==> src/rtl/bsram_pkg.sv <==
package bsram_pkg;
  typedef struct packed {
    logic launch;       // request taken at this edge
    logic launchWrite;  // taken request is a write
    logic cmdEdge;      // edge that opens a new command cycle
    logic wrBeat0;      // load lower write beat onto pins
    logic wrBeat1;      // load upper write beat onto pins
    logic capLow;       // sample lower read word
    logic capHigh;      // sample upper read word, emit response
  } strobeT;
endpackage

==> src/rtl/bsram_ctrl_seq.sv <==
module bsram_ctrl_seq
  import bsram_pkg::*;
#(
  parameter int RD_DEPTH = 4
) (
  input  logic   clk,
  input  logic   rstN,
  input  logic   legacyMode,
  input  logic   reqValid,
  input  logic   reqWrite,
  output logic   reqReady,
  output logic   memK,
  output strobeT strb
);
  localparam int CW = $clog2(RD_DEPTH + 1);
  localparam int RD_STAGES = 5;
  localparam int WR_STAGES = 3;

  logic                 phase;
  logic [RD_STAGES-1:0] rdPipe;
  logic [WR_STAGES-1:0] wrPipe;
  logic [CW-1:0]        outCount;
  logic                 accept;

  assign reqReady = rstN && phase && (outCount < CW'(RD_DEPTH));
  assign accept   = reqValid && reqReady;
  assign memK     = ~phase;

  always_comb begin
    strb.launch      = accept;
    strb.launchWrite = reqWrite;
    strb.cmdEdge     = phase;
    strb.wrBeat0     = wrPipe[1];
    strb.wrBeat1     = wrPipe[2];
    strb.capLow      = legacyMode ? rdPipe[2] : rdPipe[3];
    strb.capHigh     = legacyMode ? rdPipe[3] : rdPipe[4];
  end

  always_ff @(posedge clk) begin
    if (!rstN) begin
      phase    <= 1'b0;
      rdPipe   <= '0;
      wrPipe   <= '0;
      outCount <= '0;
    end else begin
      phase    <= ~phase;
      rdPipe   <= {rdPipe[RD_STAGES-2:0], accept && !reqWrite};
      wrPipe   <= {wrPipe[WR_STAGES-2:0], accept && reqWrite};
      outCount <= outCount + CW'(accept && !reqWrite) - CW'(strb.capHigh);
    end
  end

  AST_NO_OVERFLOW: assert property (@(posedge clk) disable iff (!rstN)
    outCount <= CW'(RD_DEPTH));
  AST_ONE_ACCEPT_PER_CMD: assert property (@(posedge clk) disable iff (!rstN)
    accept |=> !reqReady);
  AST_CAPTURE_ORDER: assert property (@(posedge clk) disable iff (!rstN)
    strb.capHigh |-> $past(strb.capLow));
endmodule

==> src/rtl/bsram_ctrl_data.sv <==
module bsram_ctrl_data
  import bsram_pkg::*;
#(
  parameter int AW = 20,
  parameter int NB = 2,
  parameter int TW = 4
) (
  input  logic          clk,
  input  logic          rstN,
  input  strobeT        strb,
  input  logic [((NB > 1) ? $clog2(NB) : 1)-1:0] reqBank,
  input  logic [AW-1:0] reqAddr,
  input  logic [35:0]   reqData,
  input  logic [3:0]    reqBe,
  input  logic [17:0]   memQ,
  output logic [NB-1:0] memLoadN,
  output logic          memRw,
  output logic [AW-1:0] memAddr,
  output logic [17:0]   memD,
  output logic [1:0]    memBwN,
  output logic          rspValid,
  output logic [35:0]   rspData,
  output logic [TW-1:0] rspTag
);
  logic [35:0]   wrHold;
  logic [3:0]    beHold;
  logic [17:0]   hiData;
  logic [1:0]    hiBe;
  logic [17:0]   loWord;
  logic [TW-1:0] nextTag;

  // command pins: change only at the edge that opens a command cycle
  always_ff @(posedge clk) begin
    if (!rstN) begin
      memLoadN <= '1;
      memRw    <= 1'b1;
      memAddr  <= '0;
      wrHold   <= '0;
      beHold   <= '0;
    end else if (strb.cmdEdge) begin
      if (strb.launch) begin
        memLoadN <= ~(NB'(1) << reqBank);
        memRw    <= ~strb.launchWrite;
        memAddr  <= reqAddr;
        if (strb.launchWrite) begin
          wrHold <= reqData;
          beHold <= reqBe;
        end
      end else begin
        memLoadN <= '1;
        memRw    <= 1'b1;
        memAddr  <= '0;
      end
    end
  end

  // write beats: upper beat staged so a following write can refill wrHold
  always_ff @(posedge clk) begin
    if (!rstN) begin
      memD   <= '0;
      memBwN <= 2'b11;
      hiData <= '0;
      hiBe   <= '0;
    end else if (strb.wrBeat0) begin
      memD   <= wrHold[17:0];
      memBwN <= ~beHold[1:0];
      hiData <= wrHold[35:18];
      hiBe   <= beHold[3:2];
    end else if (strb.wrBeat1) begin
      memD   <= hiData;
      memBwN <= ~hiBe;
    end else begin
      memD   <= '0;
      memBwN <= 2'b11;
    end
  end

  // read capture and in-order response
  always_ff @(posedge clk) begin
    if (!rstN) begin
      loWord   <= '0;
      rspValid <= 1'b0;
      rspData  <= '0;
      rspTag   <= '0;
      nextTag  <= '0;
    end else begin
      rspValid <= strb.capHigh;
      if (strb.capLow) loWord <= memQ;
      if (strb.capHigh) begin
        rspData <= {memQ, loWord};
        rspTag  <= nextTag;
        nextTag <= nextTag + 1'b1;
      end
    end
  end

  AST_ONE_BANK: assert property (@(posedge clk) disable iff (!rstN)
    $countones(~memLoadN) <= 1);
  AST_CMD_TWO_SLOTS: assert property (@(posedge clk) disable iff (!rstN)
    (memLoadN != '1 && $past(memLoadN) == '1) |=> $stable(memLoadN));
  AST_IDLE_PINS: assert property (@(posedge clk) disable iff (!rstN)
    (memLoadN == '1) |-> (memRw && memAddr == '0));
  AST_RSP_PULSE: assert property (@(posedge clk) disable iff (!rstN)
    rspValid |=> !rspValid);
endmodule

==> src/rtl/bsram_ctrl.sv <==
module bsram_ctrl
  import bsram_pkg::*;
#(
  parameter int AW       = 20,
  parameter int NB       = 2,
  parameter int TW       = 4,
  parameter int RD_DEPTH = 4
) (
  input  logic          clk,
  input  logic          rstN,
  input  logic          legacyMode,
  input  logic          reqValid,
  output logic          reqReady,
  input  logic          reqWrite,
  input  logic [((NB > 1) ? $clog2(NB) : 1)-1:0] reqBank,
  input  logic [AW-1:0] reqAddr,
  input  logic [35:0]   reqData,
  input  logic [3:0]    reqBe,
  output logic          rspValid,
  output logic [35:0]   rspData,
  output logic [TW-1:0] rspTag,
  output logic          memK,
  output logic [NB-1:0] memLoadN,
  output logic          memRw,
  output logic [AW-1:0] memAddr,
  output logic [17:0]   memD,
  output logic [1:0]    memBwN,
  input  logic [17:0]   memQ
);
  strobeT strb;

  bsram_ctrl_seq #(.RD_DEPTH(RD_DEPTH)) i_seq (
    .clk(clk), .rstN(rstN), .legacyMode(legacyMode),
    .reqValid(reqValid), .reqWrite(reqWrite),
    .reqReady(reqReady), .memK(memK), .strb(strb)
  );

  bsram_ctrl_data #(.AW(AW), .NB(NB), .TW(TW)) i_data (
    .clk(clk), .rstN(rstN), .strb(strb),
    .reqBank(reqBank), .reqAddr(reqAddr), .reqData(reqData), .reqBe(reqBe),
    .memQ(memQ), .memLoadN(memLoadN), .memRw(memRw), .memAddr(memAddr),
    .memD(memD), .memBwN(memBwN),
    .rspValid(rspValid), .rspData(rspData), .rspTag(rspTag)
  );
endmodule

==> config.mk <==
export PLATFORM = sky130hd
export DESIGN_NAME = bsram_ctrl
export DESIGN_NICKNAME = d
export VERILOG_FILES = /design/src/rtl/bsram_pkg.sv /design/src/rtl/bsram_ctrl_seq.sv /design/src/rtl/bsram_ctrl_data.sv /design/src/rtl/bsram_ctrl.sv
export SDC_FILE = /design/constraint.sdc
export NUM_CORES = 1
export LEC_CHECK = 0
export BUFFER_PORTS_ARGS = -buffer_cell sky130_fd_sc_hd__buf_2
export CORE_ASPECT_RATIO = 1.1
export CORE_UTILIZATION = 46
export CTS_CLUSTER_DIAMETER = 40
export DETAILED_ROUTE_END_ITERATION = 12
export GPL_TIMING_DRIVEN = 0
export PLACE_DENSITY = 0.7
export SYNTH_ARGS = -nofsm -noshare
export SYNTH_HDL_FRONTEND = slang
export SYNTH_SLANG_ARGS = --single-unit
==> constraint.sdc <==
create_clock -name clk -period 4.29 [get_ports clk]
set_clock_uncertainty 0.1 [all_clocks]
set_input_delay 0.858 -clock clk [delete_from_list [all_inputs] [get_ports clk]]
set_output_delay 0.858 -clock clk [all_outputs]
set_load 0.02 [all_outputs]
## Yosys cells after proc, flatten, opt, wreduce, memory -nomap -nowiden

Cells that the tools add are included.

| word-level totals | value |
|---|---|
| output and inout port bits | 86 |
| bits in registers | 178 |
| input bits | 84 |

| operators by class | value |
|---|---|
| shift-type cells | 1 |
| multiplexer cells | 9 |
| add/sub/neg operators | 3 |
| reduce and logical (&&, ||, !) cells | 7 |
| magnitude comparators | 1 |
| bitwise operators | 5 |

Operators by type and width:

| kind | count |
|---|---|
| 18-bit two-way mux | 2 |
| 20-bit two-way mux | 1 |
| 2-bit two-way mux | 3 |
| 2-bit inverter | 3 |
| 1-bit logical AND | 5 |
| 4-bit by 1-bit adder with 4-bit output (second input constant) | 1 |
| 3-bit by 1-bit adder with 3-bit output | 1 |
| 3-bit less-than comparator (second input constant) | 1 |
| 1-bit two-way mux | 3 |
| 3-bit AND reduction | 1 |
| 3-bit by 1-bit subtractor with 3-bit output | 1 |
| 1-bit inverter | 2 |
| 1-bit by 1-bit << shifter with 2-bit output (first input constant) | 1 |
| 1-bit zero test | 1 |

## Logic depth before layout (Yosys ltp)

| depth | value |
|---|---|
| depth after elaboration | 6 |
| mapped depth | 10 |

## Hierarchy

Synthesis repeated with hierarchy kept, for this count alone.

| unflattened totals | value |
|---|---|
| cell total of the unflattened synthesis | 680 |
| area, all modules | 6,672.6 um2 |

By module, submodules not included:

| module | area an instance (um2) | times used | seq. area each (um2) | cells each |
|---|---|---|---|---|
| bsram_ctrl_data | 6,185.9 | 1 | 3,323.2 | 636 |
| bsram_ctrl_seq | 486.7 | 1 | 240.2 | 44 |

## Worst setup path after synthesis

No wires, ideal clock.

| path | value |
|---|---|
| path type | input to register |
| start point | input legacyMode |
| end point | register i_seq.outCount[2] |
| library setup time | 0.115 ns |
| data required time | 4.075 ns |
| setup slack | 1.291 ns |
| stages | 10 |
| arrival | 2.784 ns |
| path through | mux2i_1 > inv_2 > buf_2 > ha_1 > inv_1 > ha_1 > fa_1 > xnor2_1 > xnor2_1 > and2_1 |

RTL lines:

| item | RTL line | source |
|---|---|---|
| from (decl) | bsram_ctrl.sv:11 | `input logic legacyMode,` |
| to (signal assigned) | bsram_ctrl_seq.sv:49 | `outCount <= outCount + CW'(accept && !reqWrite) - CW'(strb.capHigh);` |
| to (decl) | bsram_ctrl_seq.sv:22 | `logic [CW-1:0] outCount;` |

==> qor.yml <==
run_status:
  status: "finished clean"
clocking:
  htree_levels: 4
  clkSlewWorstSetupHoldPaths_ps: 60
  clock_sinks: 178
  ctsResizeCount: 0
  cts_buffers: 17
  cts_buffer_depth: 2
  cts_tree: "yes"
  post_cts_buffers: 0
  insertion_delay_ps: 420
  ctsHoldBuffers: 0
  ctsRootBufferMaster: "clkbuf_16"
place:
  gp_congestion: 0.7783
  dp_slack_ps: 674.4
  portBuffers: 168
  dpl_cell_area_um2: 7428
  dp_hpwl_um: 10800
  dp_cells: 1053
routing:
  routed_via_density: 4.878
  num_vias: 5297
  wl_um: 14980
  ant_nets: 0
  drt-initial-drc-count: 242
  drcViolationCount: 0
  drt_first_pass_iters: 4
  wire_per_inst_um: 13.80
floorplanning:
  core_area_um2: 13320
  rows: 44
  start_util_pct: 47.72
  dieArea_um2: 14290
  dieWidth_um: 114.1
  die_h_um: 125.3
  io_pins: 170
sta:
  slew_violations: 0
  max_freq_mhz: 313.7
  final-hold-violation-count: 0
  finalCriticalPeriod_ps: 3188
  rsz0062_at_grt: "false"
  setup_viol: 0
  setup_ws_ps: 1102
  fin_crit_sh_pct: 74.31
  hold_ws_ps: 330.2
  worstMarginPinSlew_ps: 721.8
  maxSlewHeadroom_pct: 50.50
  setup-tns-final_ps: 0
worst_setup_path:
  cp_slowest_cell: "mux2i_1"
  critPathTopFamily: "adder cells"
  required_ps: 4510
  crit_chain: "buf_2 -> mux2i_1 -> inv_2 -> buf_2 -> ha_1 -> inv_1 -> ha_1 -> fa_1 -> xnor2_1 -> xnor2_1 -> and2_1"
  crit_type: "in -> reg"
  slowest_delay_ps: 630
  startpoint_type: "input pin"
  timing.rr.start: "i_seq.rdPipe[3]"
  end_kind: "flip-flop"
  path_buf_inv: 4
  cp-startpoint: "legacyMode"
  cp.arrival_ps: 3400
  critPathMaxFanout: 10
yosys:
  synthMuxAreaShare_pct: 1.023
  synth-edff-count: 0
  synth_compound_area_share_pct: 16.93
  synth_seq_cells: 178
  synth_top_area_share_pct: 56.05
  syn_area_um2: 6357
  synth_top_family_by_area: "simple AND/OR/NAND/NOR gates"
  synth_area_leaders: "dfxtp_1 56%, nand2_1 9.9%, nor2b_1 5.7%"
  syn_area_per_cell_um2: 9.069
  synthCells: 701
  synthAdderAreaFrac_pct: 0.9053
  synth_top_area_cell: "dfxtp_1"
  synth_flop_cell: "dfxtp_1"
  synth_fp_nets: 789
  async_reset_ff_share_pct: 0
  synth_warnings: 0
  yosysSeqAreaShare_pct: 56.05
  ys_types: 28
  synth_xor_area_share_pct: 0.2755
  synth-simple-area-share_pct: 20.82
global_route:
  grt_max_degree: 17
  grt_util_all_layers_pct: 21.94
  antenna_found_initial: 0
  grt_pass1_wl_um: 24340
  grt_pass1_vias: 4947
  overflow: 0
power:
  p_per_area_nw_per_um2: 415.9
  p_leak_nw: 3.276
  peakVddDrop_v: 0.0002588
  p_total_mw: 3.322
finish:
  drive_gt1_share_pct: 23.67
  final_cells: 1086
  area_growth_pct: 25.66
  utilization_pct: 59.96
  stdcell_area_um2: 7989
  fin_nets: 976
hold_path:
  hold_path.class: "reg -> reg"
  hold_path.startpoint: "i_seq.rdPipe[1]"
job:
  cap_violations: 0
## cell usage after synthesis, drive strengths merged (2+ instances only)
cell and instances:
mux2i 5, nand3 41, nand2b 2, nand2 167
nor2b 58, o21ai 43, clkbuf 33, and2 11
xnor2 2, dfxtp 178, buf 21, a22oi 18
nor2 6, a22o 20, ha 3, inv 8
a21boi 60, a21oi 20
## worst paths after layout
| path | end | slack [ps] | cells past startpoint |
|---|---|---|---|
| max | i_seq.outCount[2] | 1100 | 11 |
| min | i_seq.rdPipe[2] | 330 | 1 |
| max reg2reg | i_seq.outCount[2] | 1380 | 10 |
| min reg2reg | i_seq.rdPipe[2] | 330 | 1 |
## cells in the final DEF, fill, tap and decap left out, types with 2 or more instances in the layout
cell type,instances
a21boi_0,39
a21boi_1,21
a21oi_1,20
a22o_1,20
a22oi_1,18
and2_1,10
buf_1,4
buf_2,185
bufinv_16,2
clkbuf_1,39
clkbuf_16,17
clkbuf_8,2
clkinv_2,4
dfxtp_1,178
diode_2,2
ha_1,3
inv_1,7
mux2i_1,4
nand2_1,167
nand2b_1,2
nand3_1,41
nor2_1,6
nor2b_1,58
o21ai_0,43
xnor2_1,2
## power breakdown
part	total, mW	leakage [nW]	switching [mW]	internal [mW]
clock	1.48	0.275	0.594	0.882
combinational	0.157	1.56	0.0896	0.0678
sequential	1.69	1.44	0.0126	1.68
## flip-flops by register name, summed over array words and instances, names as in the netlist, 2 cells and up
signal and cells:
i_data.memBwN 2, i_data.memD 18, i_data.nextTag 4, i_data.rspData 36
i_data.beHold 4, i_data.rspTag 4, i_seq.wrPipe 3, i_data.hiBe 2
i_data.wrHold 36, i_data.memAddr 20, i_seq.rdPipe 5, i_data.memLoadN 2
i_data.loWord 18, i_data.hiData 18, i_seq.outCount 3
## cell type report
| class | count | area, um^2 |
|---|---|---|
| antenna | 2 | 5.005 |
| buffer | 54 | 224.0 |
| clock buffer | 25 | 475.5 |
| clock inverter | 6 | 80.08 |
| fill | 1283 | 5334 |
| inverter | 8 | 30.03 |
| multi-input combinational | 461 | 2540 |
| sequential | 178 | 3563 |
| tap | 184 | 230.2 |
| timing repair buffer | 168 | 840.8 |
## cell families after synthesis
logic type	Yosys count
compound gates	161
buf+inv	62
fa+ha+maj	4
mux	6
xor+xnor	2
flops	178
simple gates	288
## per-layer routing
layer	wire (um)	up-vias	GRT usage (%)
li1	-	2710	-
met1	6650	2422	26.86
met2	7248	146	37.01
met3	890	19	5.381
met4	193	0	8.327
met5	0	-	0
No activity file was read; power rests on OpenSTA's default activity.
